## config.mk

```make
export PLATFORM = sky130hd
export DESIGN_NAME = pfd_lock_top
export DESIGN_NICKNAME = d
export VERILOG_FILES = /design/src/rtl/pfd_pkg.sv /design/src/rtl/pfd_edge.sv /design/src/rtl/pfd_core.sv /design/src/rtl/pfd_lockdet.sv /design/src/rtl/pfd_lock_top.sv
export SDC_FILE = /design/constraint.sdc
export NUM_CORES = 1
export LEC_CHECK = 0
export ABC_AREA = 0
export BUFFER_PORTS_ARGS = -buffer_cell sky130_fd_sc_hd__buf_2
export CAP_MARGIN = 20
export CORE_AREA = 2 2 39 41
export CTS_CLUSTER_DIAMETER = 40
export DETAILED_ROUTE_END_ITERATION = 10
export DIE_AREA = 0 0 41 43
export GPL_ROUTABILITY_DRIVEN = 0
export PLACE_DENSITY_LB_ADDON = 0.2
export RECOVER_POWER = 25
export SYNTH_ARGS = -nofsm -noshare
export SYNTH_HDL_FRONTEND = slang
export SYNTH_SLANG_ARGS = --single-unit
```

## constraint.sdc

```tcl
create_clock -name clk -period 1.9 [get_ports clk]
set_clock_uncertainty 0.15 [all_clocks]
set_input_delay 0 -clock clk [delete_from_list [all_inputs] [get_ports clk]]
set_output_delay 0 -clock clk [all_outputs]
set_load 0.05 [all_outputs]
```

## src/rtl/pfd_pkg.sv

```systemverilog
package pfd_pkg;
  // channel order on the sampled pulse vector
  localparam int CH_MAIN = 0;
  localparam int CH_REF  = 1;
  localparam int N_CH    = 2;

  typedef struct packed {
    logic up;   // reference leads
    logic dn;   // main stream leads
  } corr_t;
endpackage

```

## src/rtl/pfd_edge.sv

```systemverilog
module pfd_edge #(
  parameter int CHANNELS = 2
) (
  input  logic                clk,
  input  logic                rst_n,
  input  logic [CHANNELS-1:0] lvl,
  output logic [CHANNELS-1:0] rise
);
  logic [CHANNELS-1:0] lvl_q;

  for (genvar g = 0; g < CHANNELS; g++) begin : g_ch
    always_ff @(posedge clk) begin
      if (!rst_n) lvl_q[g] <= 1'b0;
      else        lvl_q[g] <= lvl[g];
    end
    assign rise[g] = lvl[g] & ~lvl_q[g];
  end
endmodule

```

## src/rtl/pfd_core.sv

```systemverilog
module pfd_core
  import pfd_pkg::*;
(
  input  logic            clk,
  input  logic            rst_n,
  input  logic [N_CH-1:0] rise,
  output corr_t           corr
);
  logic up_ff, dn_ff, both;

  assign both = up_ff & dn_ff;

  // each flop sets on its own edge; both clear one cycle after both are set
  always_ff @(posedge clk) begin
    if (!rst_n) begin
      up_ff <= 1'b0;
      dn_ff <= 1'b0;
    end else begin
      up_ff <= rise[CH_REF]  | (up_ff & ~both);
      dn_ff <= rise[CH_MAIN] | (dn_ff & ~both);
    end
  end

  assign corr.up = up_ff;
  assign corr.dn = dn_ff;

  AST_DN_FROM_MAIN: assert property (@(posedge clk) disable iff (!rst_n)
    $rose(dn_ff) |-> $past(rise[CH_MAIN]));
  AST_UP_FROM_REF: assert property (@(posedge clk) disable iff (!rst_n)
    $rose(up_ff) |-> $past(rise[CH_REF]));
  AST_CLEAR_TOGETHER: assert property (@(posedge clk) disable iff (!rst_n)
    (up_ff && dn_ff && !rise[CH_MAIN] && !rise[CH_REF]) |=> (!up_ff && !dn_ff));
endmodule

```

## src/rtl/pfd_lockdet.sv

```systemverilog
module pfd_lockdet #(
  parameter int SKEW_LIMIT = 2,
  parameter int LOCK_RUNS  = 4
) (
  input  logic clk,
  input  logic rst_n,
  input  logic act,
  input  logic cmp_end,
  output logic locked
);
  localparam int RUN_W = $clog2(SKEW_LIMIT + 2);
  localparam int CNT_W = $clog2(LOCK_RUNS + 1);
  localparam logic [RUN_W-1:0] LIM  = RUN_W'(SKEW_LIMIT);
  localparam logic [RUN_W-1:0] SAT  = RUN_W'(SKEW_LIMIT + 1);
  localparam logic [CNT_W-1:0] RUNS = CNT_W'(LOCK_RUNS);

  logic [RUN_W-1:0] run_len, cur_len;
  logic [CNT_W-1:0] good_cnt;
  logic             wide;

  // length of the current burst including this cycle, saturating
  assign cur_len = (run_len == SAT) ? run_len : run_len + 1'b1;
  assign wide    = act && (cur_len > LIM);

  always_ff @(posedge clk) begin
    if (!rst_n) run_len <= '0;
    else        run_len <= act ? cur_len : '0;
  end

  always_ff @(posedge clk) begin
    if (!rst_n) begin
      good_cnt <= '0;
      locked   <= 1'b0;
    end else if (wide) begin
      good_cnt <= '0;
      locked   <= 1'b0;
    end else if (cmp_end) begin
      if (good_cnt != RUNS) good_cnt <= good_cnt + 1'b1;
      if (good_cnt + 1'b1 >= RUNS) locked <= 1'b1;
    end
  end

  AST_WIDE_UNLOCKS: assert property (@(posedge clk) disable iff (!rst_n)
    wide |=> !locked);
  AST_LOCK_AT_END: assert property (@(posedge clk) disable iff (!rst_n)
    $rose(locked) |-> $past(cmp_end));
  AST_LOCK_HOLDS: assert property (@(posedge clk) disable iff (!rst_n)
    (locked && !wide) |=> locked);
  AST_NO_LOCK_IDLE: assert property (@(posedge clk) disable iff (!rst_n)
    (!locked && !cmp_end) |=> !locked);
endmodule

```

## src/rtl/pfd_lock_top.sv

```systemverilog
module pfd_lock_top
  import pfd_pkg::*;
#(
  parameter int SKEW_LIMIT = 2,
  parameter int LOCK_RUNS  = 4
) (
  input  logic clk,
  input  logic rst_n,
  input  logic main_in,
  input  logic ref_in,
  output logic up_n,
  output logic dn_n,
  output logic activity,
  output logic locked,
  output logic lk_pull_low
);
  logic [N_CH-1:0] lvl, rise;
  corr_t           corr;

  assign lvl[CH_MAIN] = main_in;
  assign lvl[CH_REF]  = ref_in;

  pfd_edge #(.CHANNELS(N_CH)) u_edge (
    .clk(clk), .rst_n(rst_n), .lvl(lvl), .rise(rise)
  );

  pfd_core u_core (
    .clk(clk), .rst_n(rst_n), .rise(rise), .corr(corr)
  );

  assign up_n     = ~corr.up;
  assign dn_n     = ~corr.dn;
  assign activity = ~(up_n & dn_n);

  pfd_lockdet #(.SKEW_LIMIT(SKEW_LIMIT), .LOCK_RUNS(LOCK_RUNS)) u_lock (
    .clk(clk), .rst_n(rst_n), .act(activity),
    .cmp_end(corr.up & corr.dn), .locked(locked)
  );

  assign lk_pull_low = ~locked;

  AST_RESET_QUIET: assert property (@(posedge clk)
    !rst_n |=> (up_n && dn_n && !locked));
endmodule

```

==> flow_summary.json, run 1 <==
{
  "syn-mean-instance-area_sq_um": 8.76,
  "layout_commonest_cell": "dfxtp_1",
  "syn2layout_area_growth_pct": 31.9,
  "dpl_worst_slack_ns": 0.420,
  "dp_hpwl_um": 504,
  "ys_seq_area_share_pct": 48.6,
  "post_cts_buffers": 0,
  "max_slew_margin_pct": 61.0,
  "htreeDepth": 1,
  "grt-ovfl-total": 0,
  "cts_root_buf": "clkbuf_4",
  "clk_latency_ns": 0.26,
  "cp_slowest_cell": "or3b_1",
  "p_seq_share_pct": 53.3,
  "pwr-share-clk_pct": 32.9,
  "rsz0062_at_grt": "false",
  "yosys-top-cells-area": "dfxtp_1 (49%), and2_1 (7.6%), inv_1 (7.3%), ha_1 (6.1%), a21oi_1 (4.9%)",
  "antenna_found_initial": 0,
  "worstMarginPinSlew_ns": 0.588,
  "cts_tree": "built",
  "holdCritPathClass": "register to register",
  "initial_utilization_pct": 29.7,
  "crit_path_max_incr_delay_ns": 0.37,
  "syn_area_sq_um": 412,
  "post_drt_wl_per_cell_um": 8.99,
  "die_area_sq_mm": 0.00176,
  "dr.pass1.iters": 2,
  "ctsResizeCount": 0,
  "postRouteAntennaNets": 0,
  "via_per_inst": 4.52,
  "drc": 0,
  "cts_buffers": 3,
  "outcome": "finished clean",
  "die_width_um": 41,
  "fin_util_pct": 39.2,
  "io_buffers": 8,
  "ys_warn_count": 0,
  "worstSetupPathType": "register to register",
  "fmax_mhz": 673,
  "swShare_pct": 26.3,
  "gr-usage-all-layers_pct": 11.4,
  "drt_wl_total_um": 710,
  "vias": 357,
  "comb_power_share_pct": 13.9,
  "nNetsFinal": 71,
  "dieHeight_um": 43,
  "synth_area_leader_cell": "dfxtp_1",
  "internal-power_uw": 315,
  "power_switching_uw": 113,
  "grt_pass1_vias": 330,
  "netlist-cell-type-count": 18,
  "grt_max_degree": 8,
  "synth_top_cell_area_share_pct": 48.6,
  "fillCellCount": 143,
  "synthesis.instances": 47,
  "max_cap_violations": 0,
  "p_leak_uw": 0.000231,
  "fin_crit_ns": 1.49,
  "clk_pin_slew_ns": 0.06,
  "grt_first_pass_wirelength_um": 1300,
  "setup_slack_ns": 0.414,
  "slew_viol_final": 0,
  "cts.sinks": 10,
  "initialDrtViolationCount": 1,
  "layout_worst_path_cycle_share_pct": 78.2,
  "io_pins": 9,
  "tns_ns": 0,
  "syn_nets": 53,
  "synth_seq_cells": 10,
  "cp.arrival_ns": 1.53,
  "crit_fanout": 4,
  "cp-start-kind": "register",
  "hold_viol_final": 0,
  "pwr_density_cell_mw_per_mm2": 788,
  "cp-end-kind": "register",
  "critPathRequiredTime_ns": 1.95,
  "vdd.ir_drop.worst_uv": 409,
  "mostFrequentLayoutCells": "dfxtp_1 (10), inv_1 (8), buf_2 (7), dlygate4sd3_1 (5)",
  "worstPathCellList": "inv_1 -> ha_1 -> and2_1 -> or3b_1 -> a21oi_1",
  "design_power_total_uw": 428,
  "r2r_slack_ns": 0.41,
  "drive_gt1_share_pct": 19.0,
  "core_area_sq_mm": 0.00138,
  "clockBufferDepth": 2,
  "rows": 14,
  "finalSetupViolCount": 0,
  "num_antenna_cells": 0
}
-- through the flow --
step	cells	hold slack (ns)	area (sq um)
2_1_floorplan	47	-0.0283	412
3_3_place_gp	71	0.0768	472
3_5_place_dp	71	0.0745	472
4_1_cts	79	0.295	544
5_1_grt	79	0.317	543
6_report	79	0.296	543
-- metal layers --
layer  vias to the layer above  GRT usage (%)  part of all wire (%)
met2                        11           15.3                    43
met1                       158           14.0                    49
met3                         0           9.42                   7.5
met5                         -              0                     0
li1                        188              -                     -
met4                         0           2.00                     0
-- power groups by stage --
stage / sequential (uW) / combinational [uW] / clock (uW)
detailed placement: 233 / 51.9 / 0
global placement: 233 / 52.0 / 0
CTS: 228 / 59.9 / 148
floorplan: 230 / 39.8 / 0
finish: 228 / 59.3 / 141
global route: 230 / 64.7 / 160
-- what timing repair did --
action / in CTS / in global routing
setup endpoints to repair: 0 / 0
hold buffers: 5 / 0
hold endpoints to repair: 10 / 0
-- synth_stat cells --
| cell | n |
|---|---|
| a31oi_1 | 1 |
| and2_1 | 5 |
| a211oi_1 | 1 |
| nand3_1 | 1 |
| nand2_2 | 1 |
| or3_1 | 1 |
| or2_2 | 1 |
| or3b_1 | 1 |
| xor2_1 | 1 |
| nand2_1 | 2 |
| nor3b_1 | 1 |
| a21oi_1 | 4 |
| nor2_1 | 2 |
| o22ai_1 | 2 |
| o21ai_0 | 3 |
| ha_1 | 2 |
| dfxtp_1 | 10 |
| inv_1 | 8 |
-- registers in the layout, summed over array words and instances (netlist names) --
signal	flops
u_lock.run_len	2
u_core.dn_ff	1
u_lock.locked	1
u_core.up_ff	1
u_edge.lvl_q	2
u_lock.good_cnt	3
-- logic make-up after synthesis --
kind of cell / after synthesis / synth area share (%)
simple gates: 15 / 21.0
compound gates: 11 / 14.9
flops: 10 / 48.6
buf+inv: 8 / 7.30
fa+ha+maj: 2 / 6.08
xor+xnor: 1 / 2.13
-- cell type report --
| type | instances | area (sq um) | area share [%] |
|---|---|---|---|
| sequential | 10 | 200 | 36.9 |
| multi-input combinational | 29 | 181 | 33.4 |
| timing repair buffer | 13 | 88.8 | 16.4 |
| inverter | 8 | 30.0 | 5.53 |
| clock buffer | 3 | 22.5 | 4.15 |
| tap | 16 | 20.0 | 3.69 |
-- critical path, delay by kind of cell, from the launching register on --
family	cells	cell delay, ns
flip-flops	1	0.36
AO/OA/AOI/OAI	1	0.12
buffers and inverters	1	0.06
adder cells (fa/ha/maj)	1	0.20
AND/OR/NAND/NOR	2	0.54
-- worst paths after layout --
check,start,endpoint,depth (start not counted)
max reg2reg,u_lock.good_cnt[0],u_lock.good_cnt[1],5
max,u_lock.good_cnt[0],u_lock.good_cnt[1],5
min,u_lock.run_len[0],u_lock.run_len[0],1
min reg2reg,u_lock.run_len[0],u_lock.run_len[0],1
Note: power is estimated with default switching activity, not from simulation.
==> inputs of run 2 (changes only) <==
--- a/config.mk
+++ b/config.mk
@@ -5,7 +5,7 @@
 export SDC_FILE = /design/constraint.sdc
 export NUM_CORES = 1
 export LEC_CHECK = 0
-export ABC_AREA = 0
+export ABC_AREA = 1
 export BUFFER_PORTS_ARGS = -buffer_cell sky130_fd_sc_hd__buf_2
 export CAP_MARGIN = 20
 export CORE_AREA = 2 2 39 41
==> constraint.sdc (replaced) <==
create_clock -name clk -period 1.3 [get_ports clk]
set_clock_uncertainty 0.15 [all_clocks]
set_input_delay 0 -clock clk [delete_from_list [all_inputs] [get_ports clk]]
set_output_delay 0 -clock clk [all_outputs]
set_load 0.05 [all_outputs]
==> run 2 against run 1 <==
  * The run now ends with hold timing left
  * Final area increased by 0.46%
  * Critical endpoint is now u_edge.lvl_q[0]
  * Sequential share of layout area up 0.29 points
  * Synthesized cell count up 13%
  * Routed wire length rose by 0.99%
  * Flip-flop and latch count did not move
  * Via count grew 0.84%
  * Clock power rose by 95%
==> flow_summary.json, run 2 <==
{
  "cp-start-kind": "input port",
  "ys_seq_area_share_pct": 49.2,
  "dieHeight_um": 43,
  "antenna_found_initial": 0,
  "cts_buffers": 3,
  "via_per_inst": 4.29,
  "synth_top_cell_area_share_pct": 49.2,
  "p_leak_uw": 0.000249,
  "cp-end-kind": "register",
  "syn2layout_area_growth_pct": 34.2,
  "fin_crit_ns": 1.27,
  "worstPathCellList": "dlygate4sd3_1 -> buf_2 -> nand2_2 -> inv_1 -> dlygate4sd3_1",
  "synth_area_leader_cell": "dfxtp_1",
  "r2r_end": "u_lock.good_cnt[0]",
  "reg2reg_depth": 6,
  "violations": "hold timing",
  "num_antenna_cells": 0,
  "syn-mean-instance-area_sq_um": 7.67,
  "worstSetupPathType": "input port to register",
  "fmax_mhz": 786,
  "grt_pass1_vias": 318,
  "post_drt_wl_per_cell_um": 8.54,
  "die_area_sq_mm": 0.00176,
  "tns_ns": 0,
  "syn_nets": 59,
  "max_flop_register": "u_lock.good_cnt",
  "grt-ovfl-total": 0,
  "synth_edf_count": 0,
  "drt_wl_total_um": 717,
  "cpLargestDelayFamily": "buffers and inverters",
  "r2r-start": "u_lock.good_cnt[0]",
  "nNetsFinal": 75,
  "cts_tree": "built",
  "cp_slowest_cell": "dlygate4sd3_1",
  "fin_util_pct": 39.4,
  "syn_area_sq_um": 407,
  "grt_max_degree": 7,
  "ys_warn_count": 0,
  "vdd.ir_drop.worst_uv": 882,
  "io_buffers": 8,
  "rsz0062_at_grt": "false",
  "cp_common_cell": "dlygate4sd3_1",
  "design_power_total_uw": 710,
  "initial_utilization_pct": 29.4,
  "final_cells": 84,
  "cp_num_cells": 5,
  "hold_buffers": 4,
  "dr.pass1.iters": 4,
  "critPathRequiredTime_ns": 1.30,
  "synthesis.instances": 53,
  "cp.arrival_ns": 1.27,
  "drive_gt1_share_pct": 30.9,
  "slew_viol_final": 0,
  "hold_viol_final": 9,
  "postRouteAntennaNets": 0,
  "synthArstFlopShare_pct": 0,
  "rows": 14,
  "hold_slack_ns": -0.111,
  "holdCritPathClass": "input port to register",
  "crit_start": "main_in",
  "htreeDepth": 1,
  "largest_register_ff_count": 3,
  "clk_latency_ns": 0.26,
  "grt_first_pass_wirelength_um": 1230,
  "worstMarginPinSlew_ns": 0.250,
  "critical_path.endpoint": "u_edge.lvl_q[0]",
  "top_regs": "u_lock.good_cnt: 3 flops, u_edge.lvl_q: 2 flops, u_lock.run_len: 2 flops",
  "initialDrtViolationCount": 8,
  "io_pins": 9,
  "pwr_density_cell_mw_per_mm2": 1300,
  "clockBufferDepth": 2,
  "clk_pin_slew_ns": 0.07,
  "max_cap_violations": 0,
  "ys.flop_type": "dfxtp_1",
  "synth_seq_cells": 10,
  "netlist-cell-type-count": 12,
  "cts.sinks": 10,
  "drc": 0,
  "outcome": "complete, but fails checks",
  "cp_num_buf_inv": 4,
  "core_area_sq_mm": 0.00138,
  "synth_common_cells": "inv_1 (11), nand2_1 (11), dfxtp_1 (10)",
  "crit_path_max_incr_delay_ns": 0.54,
  "gr-usage-all-layers_pct": 11.1,
  "max_slew_margin_pct": 83.5,
  "cts_root_buf": "clkbuf_4",
  "dp_hpwl_um": 520,
  "yosys-top-cells-area": "dfxtp_1 (49%), inv_1 (10%), nand2_1 (10%), a21oi_1 (6.2%), ha_1 (6.2%)",
  "r2r_slack_ns": 0.12,
  "layout_worst_path_cycle_share_pct": 97.9,
  "crit_fanout": 2,
  "placed_cells": 77,
  "finalSetupViolCount": 0,
  "vias": 360,
  "mostFrequentLayoutCells": "inv_1 (10), nand2_1 (10), buf_2 (8), dfxtp_1 (8), nand3_1 (5)",
  "die_width_um": 41
}
[run 2: cells by family after synthesis]
kind of cell               synth area share (%)
DFF                                        49.2
and+or+nand+nor                            21.5
adders and majority gates                  6.15
AOI/OAI and AO/OA                          10.8
buffers and inverters                      12.3
[run 2: report_power, final]
group          internal, uW  switching [uW]  leakage, uW
clock network           170             105    0.0000210
registers               323            12.3    0.0000830
logic                  30.3            69.8     0.000145
[run 2: timing repair]
action                                 4_1_cts  5_1_grt
gates resized for setup                      0        4
endpoints found under the hold margin       10        9
setup endpoints to repair                    0        4
buffers inserted                             0        0
[run 2: metrics by stage]
| step | cell area (sq um) | worst slack (ns) |
|---|---|---|
| 3_3_place_gp | 472 | 0.157 |
| 6_report | 546 | 0.0277 |
| 2_1_floorplan | 412 | 0.0508 |
| 4_1_cts | 548 | 0.0286 |
| 3_5_place_dp | 472 | 0.131 |
| 5_1_grt | 546 | 0.0110 |
[run 2: worst min-delay path by stage]
stage | start | to | slack (ns) | depth (start not counted)
6_report | rst_n | u_edge.lvl_q[1] | -0.11 | 3
3_5_place_dp | ref_in | u_edge.lvl_q[1] | 0.06 | 3
2_1_floorplan | rst_n | u_edge.lvl_q[0] | -0.04 | 2
3_3_place_gp | ref_in | u_edge.lvl_q[1] | 0.06 | 3
4_1_cts | rst_n | u_lock.run_len[1] | -0.11 | 3
5_1_grt | rst_n | u_lock.run_len[1] | -0.08 | 3
[run 2: worst reg2reg max path, stage by stage (launching register included)]
cell	delay, ns
dfxtp_2	0.34
inv_1	0.06
ha_1	0.20
nand2_1	0.11
nand2_1	0.08
nand2_1	0.08
a21oi_2	0.06
[run 2: final cells by class]
| class | instances | area [sq um] |
|---|---|---|
| clock buffers | 4 | 36.3 |
| fillers | 148 | 838 |
| inverters | 13 | 53.8 |
| multi-input cells | 30 | 163 |
| flip-flops and latches | 10 | 203 |
| well taps | 16 | 20.0 |
| repair buffers | 11 | 70.1 |
[run 2: metal layers]
layer  global-route usage (%)  wire (um)  up-vias  part of all wire (%)
met5                        0          0        -                     0
li1                         -          -      193                     -
met4                     6.00          0        0                     0
met3                     7.85         50        0                   7.0
met2                     14.1        325       14                    45
met1                     13.4        340      153                    47
